### src/rtl/irq_accept_pkg.sv
package irq_accept_pkg;
  localparam int FLAG_W    = 11;
  localparam int ARITH_W   = 6;
  localparam int EN_BIT    = 6;
  localparam int STK_BIT   = 7;
  localparam int LVL_LSB   = 8;
  localparam int LVL_W     = 3;
  localparam int LVL_MSB   = LVL_LSB + LVL_W - 1;

  typedef enum logic {
    SRC_HW = 1'b0,
    SRC_SW = 1'b1
  } irq_src_e;
endpackage

### src/rtl/irq_arbiter.sv
module irq_arbiter
  import irq_accept_pkg::*;
#(
  parameter int PRIO_W    = 3,
  parameter int NUM_W     = 8,
  parameter int STK_LIMIT = 32
) (
  input  logic              sw_valid,
  input  logic [NUM_W-1:0]  sw_num,
  input  logic              hw_valid,
  input  logic [PRIO_W-1:0] hw_prio,
  input  logic [NUM_W-1:0]  hw_num,
  input  logic              int_en,
  input  logic [PRIO_W-1:0] cur_lvl,
  input  logic              slot_free,
  output logic              sw_ready,
  output logic              hw_ready,
  output logic              take,
  output irq_src_e          take_src,
  output logic [NUM_W-1:0]  take_num,
  output logic [PRIO_W-1:0] take_prio,
  output logic              clr_stack
);
  logic hw_eligible;
  logic take_sw_c;
  logic take_hw_c;
  logic sw_low_num;

  // hardware gating: enabled and strictly above the current level
  assign hw_eligible = int_en && (hw_prio > cur_lvl);

  // software channel wins whenever it is valid
  assign sw_ready  = slot_free;
  assign hw_ready  = slot_free && !sw_valid && hw_eligible;

  assign take_sw_c = sw_valid && sw_ready;
  assign take_hw_c = hw_valid && hw_ready;
  assign sw_low_num = int'(sw_num) < STK_LIMIT;

  always_comb begin
    take      = take_sw_c || take_hw_c;
    take_src  = take_sw_c ? SRC_SW : SRC_HW;
    take_num  = take_sw_c ? sw_num : hw_num;
    take_prio = hw_prio;
    clr_stack = take_hw_c || (take_sw_c && sw_low_num);
  end
endmodule

### src/rtl/irq_flag_reg.sv
module irq_flag_reg
  import irq_accept_pkg::*;
#(
  parameter int PRIO_W = 3
) (
  input  logic              clk,
  input  logic              rst_n,
  input  logic              wr_en,
  input  logic [FLAG_W-1:0] wr_data,
  input  logic              take,
  input  irq_src_e          take_src,
  input  logic [PRIO_W-1:0] take_prio,
  input  logic              clr_stack,
  output logic [FLAG_W-1:0] flags_q
);
  logic [FLAG_W-1:0] flags_d;

  always_comb begin
    flags_d = flags_q;
    if (take) begin
      flags_d[EN_BIT] = 1'b0;
      if (clr_stack) flags_d[STK_BIT] = 1'b0;
      if (take_src == SRC_HW) flags_d[LVL_MSB:LVL_LSB] = take_prio;
    end else if (wr_en) begin
      flags_d = wr_data;
    end
  end

  always_ff @(posedge clk or negedge rst_n) begin
    if (!rst_n) flags_q <= '0;
    else        flags_q <= flags_d;
  end
endmodule

### src/rtl/irq_vec_gen.sv
module irq_vec_gen #(
  parameter int NUM_W = 8,
  parameter int HI_W  = 4,
  parameter int LO_W  = 16
) (
  input  logic [HI_W-1:0]      tbl_hi,
  input  logic [LO_W-1:0]      tbl_lo,
  input  logic [NUM_W-1:0]     num,
  output logic [HI_W+LO_W-1:0] addr
);
  localparam int ADDR_W = HI_W + LO_W;
  localparam int PAD_W  = ADDR_W - NUM_W - 2;

  logic [ADDR_W-1:0] base;
  logic [ADDR_W-1:0] offset;

  // each table entry is four bytes wide; the sum wraps at 2^ADDR_W
  assign base   = {tbl_hi, tbl_lo};
  assign offset = {{PAD_W{1'b0}}, num, 2'b00};
  assign addr   = base + offset;
endmodule

### src/rtl/irq_out_slot.sv
module irq_out_slot
  import irq_accept_pkg::*;
#(
  parameter int NUM_W  = 8,
  parameter int ADDR_W = 20
) (
  input  logic              clk,
  input  logic              rst_n,
  input  logic              load,
  input  logic [ADDR_W-1:0] load_addr,
  input  logic [FLAG_W-1:0] load_saved,
  input  irq_src_e          load_src,
  input  logic [NUM_W-1:0]  load_num,
  input  logic              out_ready,
  output logic              slot_free,
  output logic              out_valid,
  output logic [ADDR_W-1:0] out_addr,
  output logic [FLAG_W-1:0] out_saved,
  output logic              out_sw,
  output logic [NUM_W-1:0]  out_num
);
  assign slot_free = !out_valid || out_ready;

  always_ff @(posedge clk or negedge rst_n) begin
    if (!rst_n) begin
      out_valid <= 1'b0;
      out_addr  <= '0;
      out_saved <= '0;
      out_sw    <= 1'b0;
      out_num   <= '0;
    end else if (load) begin
      out_valid <= 1'b1;
      out_addr  <= load_addr;
      out_saved <= load_saved;
      out_sw    <= (load_src == SRC_SW);
      out_num   <= load_num;
    end else if (out_ready) begin
      out_valid <= 1'b0;
    end
  end
endmodule

### src/rtl/irq_accept_ctrl.sv
module irq_accept_ctrl
  import irq_accept_pkg::*;
#(
  parameter int NUM_W     = 8,
  parameter int HI_W      = 4,
  parameter int LO_W      = 16,
  parameter int STK_LIMIT = 32
) (
  input  logic                  clk,
  input  logic                  rst_n,
  input  logic                  sw_valid,
  output logic                  sw_ready,
  input  logic [NUM_W-1:0]      sw_num,
  input  logic                  hw_valid,
  output logic                  hw_ready,
  input  logic [LVL_W-1:0]      hw_prio,
  input  logic [NUM_W-1:0]      hw_num,
  input  logic                  flag_wr_en,
  input  logic [FLAG_W-1:0]     flag_wr_data,
  input  logic [HI_W-1:0]       tbl_hi,
  input  logic [LO_W-1:0]       tbl_lo,
  output logic [FLAG_W-1:0]     flags,
  output logic                  take_valid,
  input  logic                  take_ready,
  output logic [HI_W+LO_W-1:0]  take_addr,
  output logic [FLAG_W-1:0]     take_saved,
  output logic                  take_sw,
  output logic [NUM_W-1:0]      take_num
);
  localparam int ADDR_W = HI_W + LO_W;

  logic              slot_free;
  logic              take;
  irq_src_e          take_src;
  logic [NUM_W-1:0]  sel_num;
  logic [LVL_W-1:0]  sel_prio;
  logic              clr_stack;
  logic [ADDR_W-1:0] vec_addr;

  irq_arbiter #(
    .PRIO_W   (LVL_W),
    .NUM_W    (NUM_W),
    .STK_LIMIT(STK_LIMIT)
  ) u_arb (
    .sw_valid (sw_valid),
    .sw_num   (sw_num),
    .hw_valid (hw_valid),
    .hw_prio  (hw_prio),
    .hw_num   (hw_num),
    .int_en   (flags[EN_BIT]),
    .cur_lvl  (flags[LVL_MSB:LVL_LSB]),
    .slot_free(slot_free),
    .sw_ready (sw_ready),
    .hw_ready (hw_ready),
    .take     (take),
    .take_src (take_src),
    .take_num (sel_num),
    .take_prio(sel_prio),
    .clr_stack(clr_stack)
  );

  irq_flag_reg #(
    .PRIO_W(LVL_W)
  ) u_flags (
    .clk      (clk),
    .rst_n    (rst_n),
    .wr_en    (flag_wr_en),
    .wr_data  (flag_wr_data),
    .take     (take),
    .take_src (take_src),
    .take_prio(sel_prio),
    .clr_stack(clr_stack),
    .flags_q  (flags)
  );

  irq_vec_gen #(
    .NUM_W(NUM_W),
    .HI_W (HI_W),
    .LO_W (LO_W)
  ) u_vec (
    .tbl_hi(tbl_hi),
    .tbl_lo(tbl_lo),
    .num   (sel_num),
    .addr  (vec_addr)
  );

  irq_out_slot #(
    .NUM_W (NUM_W),
    .ADDR_W(ADDR_W)
  ) u_slot (
    .clk       (clk),
    .rst_n     (rst_n),
    .load      (take),
    .load_addr (vec_addr),
    .load_saved(flags),
    .load_src  (take_src),
    .load_num  (sel_num),
    .out_ready (take_ready),
    .slot_free (slot_free),
    .out_valid (take_valid),
    .out_addr  (take_addr),
    .out_saved (take_saved),
    .out_sw    (take_sw),
    .out_num   (take_num)
  );
endmodule

### config.mk
export PLATFORM = sky130hd
export DESIGN_NAME = irq_accept_ctrl
export DESIGN_NICKNAME = d
export VERILOG_FILES = /design/src/rtl/irq_accept_pkg.sv /design/src/rtl/irq_arbiter.sv /design/src/rtl/irq_flag_reg.sv /design/src/rtl/irq_vec_gen.sv /design/src/rtl/irq_out_slot.sv /design/src/rtl/irq_accept_ctrl.sv
export SDC_FILE = /design/constraint.sdc
export NUM_CORES = 1
export LEC_CHECK = 0
export ABC_AREA = 1
export BUFFER_PORTS_ARGS = -buffer_cell sky130_fd_sc_hd__buf_2
export CAP_MARGIN = 20
export CORE_MARGIN = 5
export CORE_UTILIZATION = 45
export CTS_CLUSTER_SIZE = 16
export DETAILED_ROUTE_END_ITERATION = 10
export PLACE_DENSITY_LB_ADDON = 0.25
export SLEW_MARGIN = 20
export SYNTH_ARGS = -nofsm -noshare
export SYNTH_HDL_FRONTEND = slang
export SYNTH_SLANG_ARGS = --single-unit
### constraint.sdc
create_clock -name clk -period 2.8 [get_ports clk]
set_clock_uncertainty 0.15 [all_clocks]
set_input_delay 0.7 -clock clk [delete_from_list [all_inputs] [get_ports clk]]
set_output_delay 0.7 -clock clk [all_outputs]
set_load 0.01 [all_outputs]
==> results of run 1 <==
-- routing by layer --
layer / vias to the layer above / global-route usage (%) / part of all wire [%]
li1: 1506 / - / -
met2: 107 / 34.6 / 48
met4: 0 / 5.75 / 2.0
met5: - / 0 / 0
met3: 20 / 4.13 / 6.2
met1: 1357 / 24.6 / 44
-- registers in the layout (all words and copies together), names as in the netlist --
signal	cells
u_flags.flags_q	11
u_slot.out_num	8
u_slot.out_saved	11
u_slot.out_addr	20
u_slot.out_valid	1
u_slot.out_sw	1
-- through the flow --
| stage | total power (W) | setup TNS, ps | cell area, um^2 | utilization [%] |
|---|---|---|---|---|
| floorplan | 0.00142 | 0 | 2970 | - |
| finish | 0.00219 | 0 | 3760 | 58.9 |
| global placement | 0.00174 | -64.6 | 3660 | 57.4 |
| global route | 0.00236 | -6.96 | 3760 | 58.9 |
| CTS | 0.00221 | 0 | 3760 | 58.9 |
| detailed placement | 0.00175 | -620 | 3660 | 57.4 |
-- cells by family (layout without fill, tap and decap cells) --
kind of cell	after synthesis	after routing	synth area share (%)
adders and majority gates	12	12	5.32
AOI/OAI and AO/OA	27	27	5.02
xor gates and xnor gates	7	7	2.07
and+or+nand+nor	256	256	36.2
DFF	52	52	43.9
buffers and inverters	51	173	7.55
-- synth_stat cells, types with 5 or more instances --
cell type  number
o21ai_1         8
dfrtp_1        52
o21ai_0         6
ha_1           11
nand3b_1        5
nand3_1        31
a31oi_1         5
inv_1          39
nor2_1         12
a21oi_1         5
nand2_1       193
buf_2           5
-- power groups by stage --
| stage | clock network (W) | logic [W] | registers [W] |
|---|---|---|---|
| after floorplan | 0 | 0.000350 | 0.00107 |
| after global placement | 0 | 0.000747 | 0.000993 |
| after detailed placement | 0 | 0.000759 | 0.000995 |
| after CTS | 0.000471 | 0.000761 | 0.000982 |
| after global routing | 0.000506 | 0.000848 | 0.00100 |
| final | 0.000452 | 0.000753 | 0.000981 |
-- cell type report --
| type | instances | area, um^2 | share of cell area (%) |
|---|---|---|---|
| tap | 77 | 96.3 | 2.56 |
| timing repair buffer | 124 | 671 | 17.8 |
| clock buffer | 5 | 68.8 | 1.83 |
| clock inverter | 3 | 27.5 | 0.732 |
| sequential | 52 | 1300 | 34.6 |
| inverter | 41 | 155 | 4.13 |
| multi-input combinational | 302 | 1440 | 38.3 |
-- worst paths after layout --
check	startpoint	endpoint	slack, ps	cells past startpoint
worst max-delay path	take_ready	u_slot.out_addr[12]	180	18
worst min-delay path	rst_n	u_flags.flags_q[8]	260	1
worst max register to register	u_slot.out_valid	u_slot.out_addr[12]	280	16
worst min register to register	u_slot.out_addr[0]	u_slot.out_addr[0]	320	2
max in group asynchronous	rst_n	u_slot.out_addr[10]	1440	2
min in group clk	u_slot.out_addr[0]	u_slot.out_addr[0]	320	2
-- timing repair --
item / CTS / global route
setup buffers: 0 / 0
gates resized for setup: 0 / 1
hold endpoints to repair: 0 / 0
setup endpoints to repair: 0 / 3
-- worst reg2reg max path: stages, from the launching register on --
cell and delay (ps):
dfrtp_1 400, nand2_2 70, nand2_1 110, buf_4 190, nand2_1 80, nand2_1 70
ha_1 210, fa_1 390, nand2_1 110, nand3_1 80, nand3b_1 90, nand2_1 120
nand2_1 120, nand2_1 60, nand2_1 60, nand3_1 70, nand2_1 80
==> results.md, run 1 <==
* Register area share after synthesis at 43.9%
* Initial DRT Pass Iterations at 5
* Yosys reg bits at 52
* Pre-CTS setup slack at -142 ps
* P_sw at 0.000796 W
* Clock slew seen by the registers of the worst setup and hold paths at 110 ps
* Synth warnings at 0
* Combinational share of power at 34.5%
* Switching share of power at 36.4%
* Antenna violations before repair at 0
* Crit. End Element: register
* Diodes inserted at 0
* Top post-synthesis cells by area: dfrtp_1, nand2_1, nand3_1, inv_1, ha_1
* Most common cell after layout, fill and taps aside: nand2_1
* Max-slew violations at 0
* Die extent in x at 91.2 um
* GRT Util Overall at 19.8%
* Final hold slack at 263 ps
* I/O pins at 110
* Post-synth EDFFs at 0
* Crit path max fanout at 7
* Area leader, netlist: dfrtp_1
* Finished Layout Cells at 604
* Worst-Margin Slew at 677 ps
* Hold Path Class: in -> async
* Largest net degree at the start of global routing at 36
* VDD IR max at 356 uV
* Total number of vias at 2990
* Num CTS Buffers at 5
* Residual DRC count at 0
* PortBufs at 109
* Nets@finish at 594
* First-pass GRT wire length at 13600 um
* DR vias/cell at 4.95
* Crit path max-delay cell type: fa_1
* Final GP Congestion at 0.929
* CP dominant cell by count: nand2_1
* Max Freq at 381 MHz
* Leak pwr at 2.23 nW
* Dpl cells at 596
* Routed WL per cell at 13.4 um
* Top delay family on crit path: simple AND/OR/NAND/NOR gates
* Syn_nets at 473
* Slew headroom at 54.9%
* P_int at 0.00139 W
* Hold buffer count at cts at 0
* Final WL at 8100 um
* WS Path Type: in -> reg
* Final period util at 93.7%
* Clk sinks at 52
* Status: complete, no violations
* Avg Inst Size Synth at 7.32 um^2
* Chip height at 91.2 um
* Fin crit period at 2620 ps
* Max_cap viols at 0
* Pwr Density at 582 mW/mm^2
* CP Buf/Inv Count at 3
* Area share of the largest cell type after synthesis at 43.9%
* Slowest Stage Delay on Critical Path at 390 ps
* Synth unique cells at 28
* Sequential power share at 44.9%
* Area growth from synthesis to layout at 26.8%
* Fill count at 601
* Arr. time, crit path at 2720 ps
* DP HPWL at 6410 um
* GR Overflow Total at 0
* Synth Cell Area at 0.00297 mm^2
* Fraction of layout cells with a size suffix above 1 at 26.8%
* Starting Density at 46.4%
* Clock Power Share at 20.7%
* Ys flop type: dfrtp_1
* RSZ-0062 raised after global routing: yes
* CTS max path bufs at 2
* Startpoint types: input port
* Die footprint at 0.00831 mm^2
* CTS tree: built
* Vias in the first global route at 2977
* Worst skew pair latency at 310 ps
* Highest-count cells in the layout ignoring fill and taps: nand2_1, buf_2, dfrtp_1
* Fin worst setup slack at 178 ps
* # H-tree levels at 2
* Critical Path RT at 2890 ps
* Area of the core at 0.00639 mm^2
* Worst path cell trace: buf_2 -> inv_1 -> nand2_2 -> nand2_1 -> clkinv_2 -> nand2_1 -> nand2_1 -> ha_1 -> fa_1 -> nand2_1 -> nand3_1 -> nand3b_1 -> nand2_1 -> nand2_1 -> nand2_1 -> nand2_1 -> nand3_1 -> nand2_1
* Hold Fails Final Rpt at 0
* CTS Root Cell: clkbuf_8
* Antenna Nets Post-Route at 0
* Post-synth ARST share at 100%
* Final setup fails at 0
* FP Rows at 29
* DRT iter0 DRCs at 134
* Syn Inst Count at 405
No activity file was read; power rests on OpenSTA's default activity.
==> run 2: changes to the inputs <==
Settings changed: PLACE_DENSITY from default to 0.76, PLACE_DENSITY_LB_ADDON 0.25 to default.
==> run 2 against run 1 <==
Core utilization about the same. Clock power increased by 1%. Die area did not move. Power grew 0.12%. Largest power group unchanged. Highest routed layer unchanged.
==> results.md, run 2 (synthesis results as in run 1) <==
* Die footprint at 0.00831 mm^2 (unchanged)
* VDD IR max at 341 uV (-4.4%)
* Startpoint types: input port
* CTS Root Cell: clkbuf_8
* DP HPWL at 6130 um (-4.4%)
* Diodes inserted at 0 (unchanged)
* Worst hold endpoint: u_slot.out_saved[4]
* WS Path Type: in -> reg
* Slew headroom at 55.4% (+0.57 points)
* GRT Util Overall at 19.0% (-0.75 points)
* Largest regs: u_slot.out_addr (20), u_flags.flags_q (11), u_slot.out_saved (11)
* Worst Hold Depth at 2
* Largest register by flop count: u_slot.out_addr
* DRT iter0 DRCs at 126 (-6.0%)
* Max_cap viols at 0 (unchanged)
* Num CTS Buffers at 5 (unchanged)
* Status: complete, no violations
* Hold Crit Start: u_slot.out_saved[4]
* Total number of vias at 2995 (+0.17%)
* Hold Fails Final Rpt at 0 (unchanged)
* Worst r2r src: u_slot.out_valid
* FP Rows at 29 (unchanged)
* Final setup fails at 0 (unchanged)
* Area of the core at 0.00639 mm^2 (unchanged)
* Highest-count cells in the layout ignoring fill and taps: nand2_1, buf_2, dfrtp_1
* DR vias/cell at 4.98 (+0.50%)
* Vias in the first global route at 2877 (-3.4%)
* Final GP Congestion at 0.937 (+0.82%)
* RSZ-0062 raised after global routing: no
* Area growth from synthesis to layout at 26.7% (about the same)
* Antenna Nets Post-Route at 0 (unchanged)
* Hold buffer count at cts at 0 (unchanged)
* Setup_tns at 0 ps (unchanged)
* Critical Path RT at 2860 ps (-30 ps)
* Final hold slack at 326 ps (+63.8 ps)
* GR Overflow Total at 0 (unchanged)
* Worst skew pair latency at 300 ps (about the same)
* Final period util at 93.1% (-0.58 points)
* Post-CTS Resized at 0 (unchanged)
* Fraction of layout cells with a size suffix above 1 at 26.5% (-0.28 points)
* Clk sinks at 52 (unchanged)
* Nets@finish at 592 (-0.34%)
* CTS tree: built
* RR Endpoint: u_slot.out_addr[10]
* I/O pins at 110 (unchanged)
* Largest net degree at the start of global routing at 53 (+47%)
* Max-slew violations at 0 (unchanged)
* Number of flip-flops in the largest register at 20 (unchanged)
* Most common cell after layout, fill and taps aside: nand2_1
* Fin crit period at 2610 ps (-16.3 ps)
* Clock slew seen by the registers of the worst setup and hold paths at 100 ps (about the same)
* Die extent in x at 91.2 um (unchanged)
* Post-DP Area at 0.00366 mm^2 (about the same)
* Antenna violations before repair at 0 (unchanged)
* Hold Path Class: reg -> reg
* Leak pwr at 2.22 nW (-0.23%)
* Starting Density at 46.4% (unchanged)
* Crit path max fanout at 9 (+2)
* # H-tree levels at 2 (unchanged)
* Fill count at 627 (+4.3%)
* Residual DRC count at 0 (unchanged)
* First-pass GRT wire length at 13200 um (-3.5%)
* Pwr Density at 583 mW/mm^2 (+0.19%)
* Routed WL per cell at 13.2 um (-2.0%)
* Reg2Reg Depth at 14 (-2)
* Worst-Margin Slew at 668 ps (-8.50 ps)
* Crit. End Element: register
* Initial DRT Pass Iterations at 4 (-1)
* PortBufs at 109 (unchanged)
* Final WL at 7920 um (-2.3%)
* Setup Buffers After CTS at 0 (unchanged)
* CTS max path bufs at 2 (unchanged)
* Max Freq at 384 MHz (+0.62%)
* Final instance area at 0.00376 mm^2 (about the same)
* Chip height at 91.2 um (unchanged)
* Arr. time, crit path at 2660 ps (-60 ps)
* R2R Setup Slk at 300 ps (+20 ps)
## run 2: layer usage
metal	GRT usage, %	wire, um	vias to the layer above
met5	0	0	-
met4	3.55	69	0
li1	-	-	1510
met3	5.37	619	7
met2	32.0	3790	103
met1	24.7	3440	1375
## run 2: power breakdown
| part | internal [W] | switching, W | total, W |
|---|---|---|---|
| clock network | 0.000184 | 0.000273 | 0.000457 |
| registers | 0.000899 | 0.0000818 | 0.000980 |
| logic | 0.000310 | 0.000442 | 0.000752 |
| total | 0.00139 | 0.000796 | 0.00219 |
## run 2: layout make-up
| cell class | count | area [um^2] | area share [%] |
|---|---|---|---|
| Multi-Input combinational cell | 302 | 1440 | 38.3 |
| Inverter | 41 | 155 | 4.13 |
| Clock inverter | 3 | 27.5 | 0.733 |
| Tap cell | 77 | 96.3 | 2.56 |
| Sequential cell | 52 | 1300 | 34.6 |
| Timing Repair Buffer | 122 | 668 | 17.8 |
| Clock buffer | 5 | 68.8 | 1.83 |
## run 2: how the worst max path moves through the flow
stage                     from                   to  slack, ps  cells after the start
CTS                 take_ready  u_slot.out_addr[10]        190                     16
detailed placement  take_ready  u_slot.out_addr[10]       -140                     16
finish              take_ready  u_slot.out_addr[10]        190                     16
floorplan           take_ready  u_slot.out_addr[10]         30                     15
global route        take_ready  u_slot.out_addr[19]         20                     16
global placement    take_ready  u_slot.out_addr[10]        -80                     16
## run 2: worst max-delay path: stages
cell and delay [ps]:
buf_2 100, inv_1 60, nand2_2 50, nand2_1 110, clkinv_2 150, nand2_1 100, nand2_1 50, ha_1 200
fa_1 390, nand2_1 100, o21ai_0 110, nand2_1 100, nand2_1 150, xor2_1 180, nand2_1 70, nand2_1 40
## run 2: metrics by stage
step | power, W | cells | utilization [%] | setup WS, ps
global route | 0.00235 | 602 | 58.8 | 17.4
CTS | 0.00222 | 602 | 58.8 | 193
floorplan | 0.00142 | 405 | - | 29.5
global placement | 0.00174 | 594 | 57.3 | -76.7
detailed placement | 0.00175 | 594 | 57.3 | -136
finish | 0.00219 | 602 | 58.8 | 194
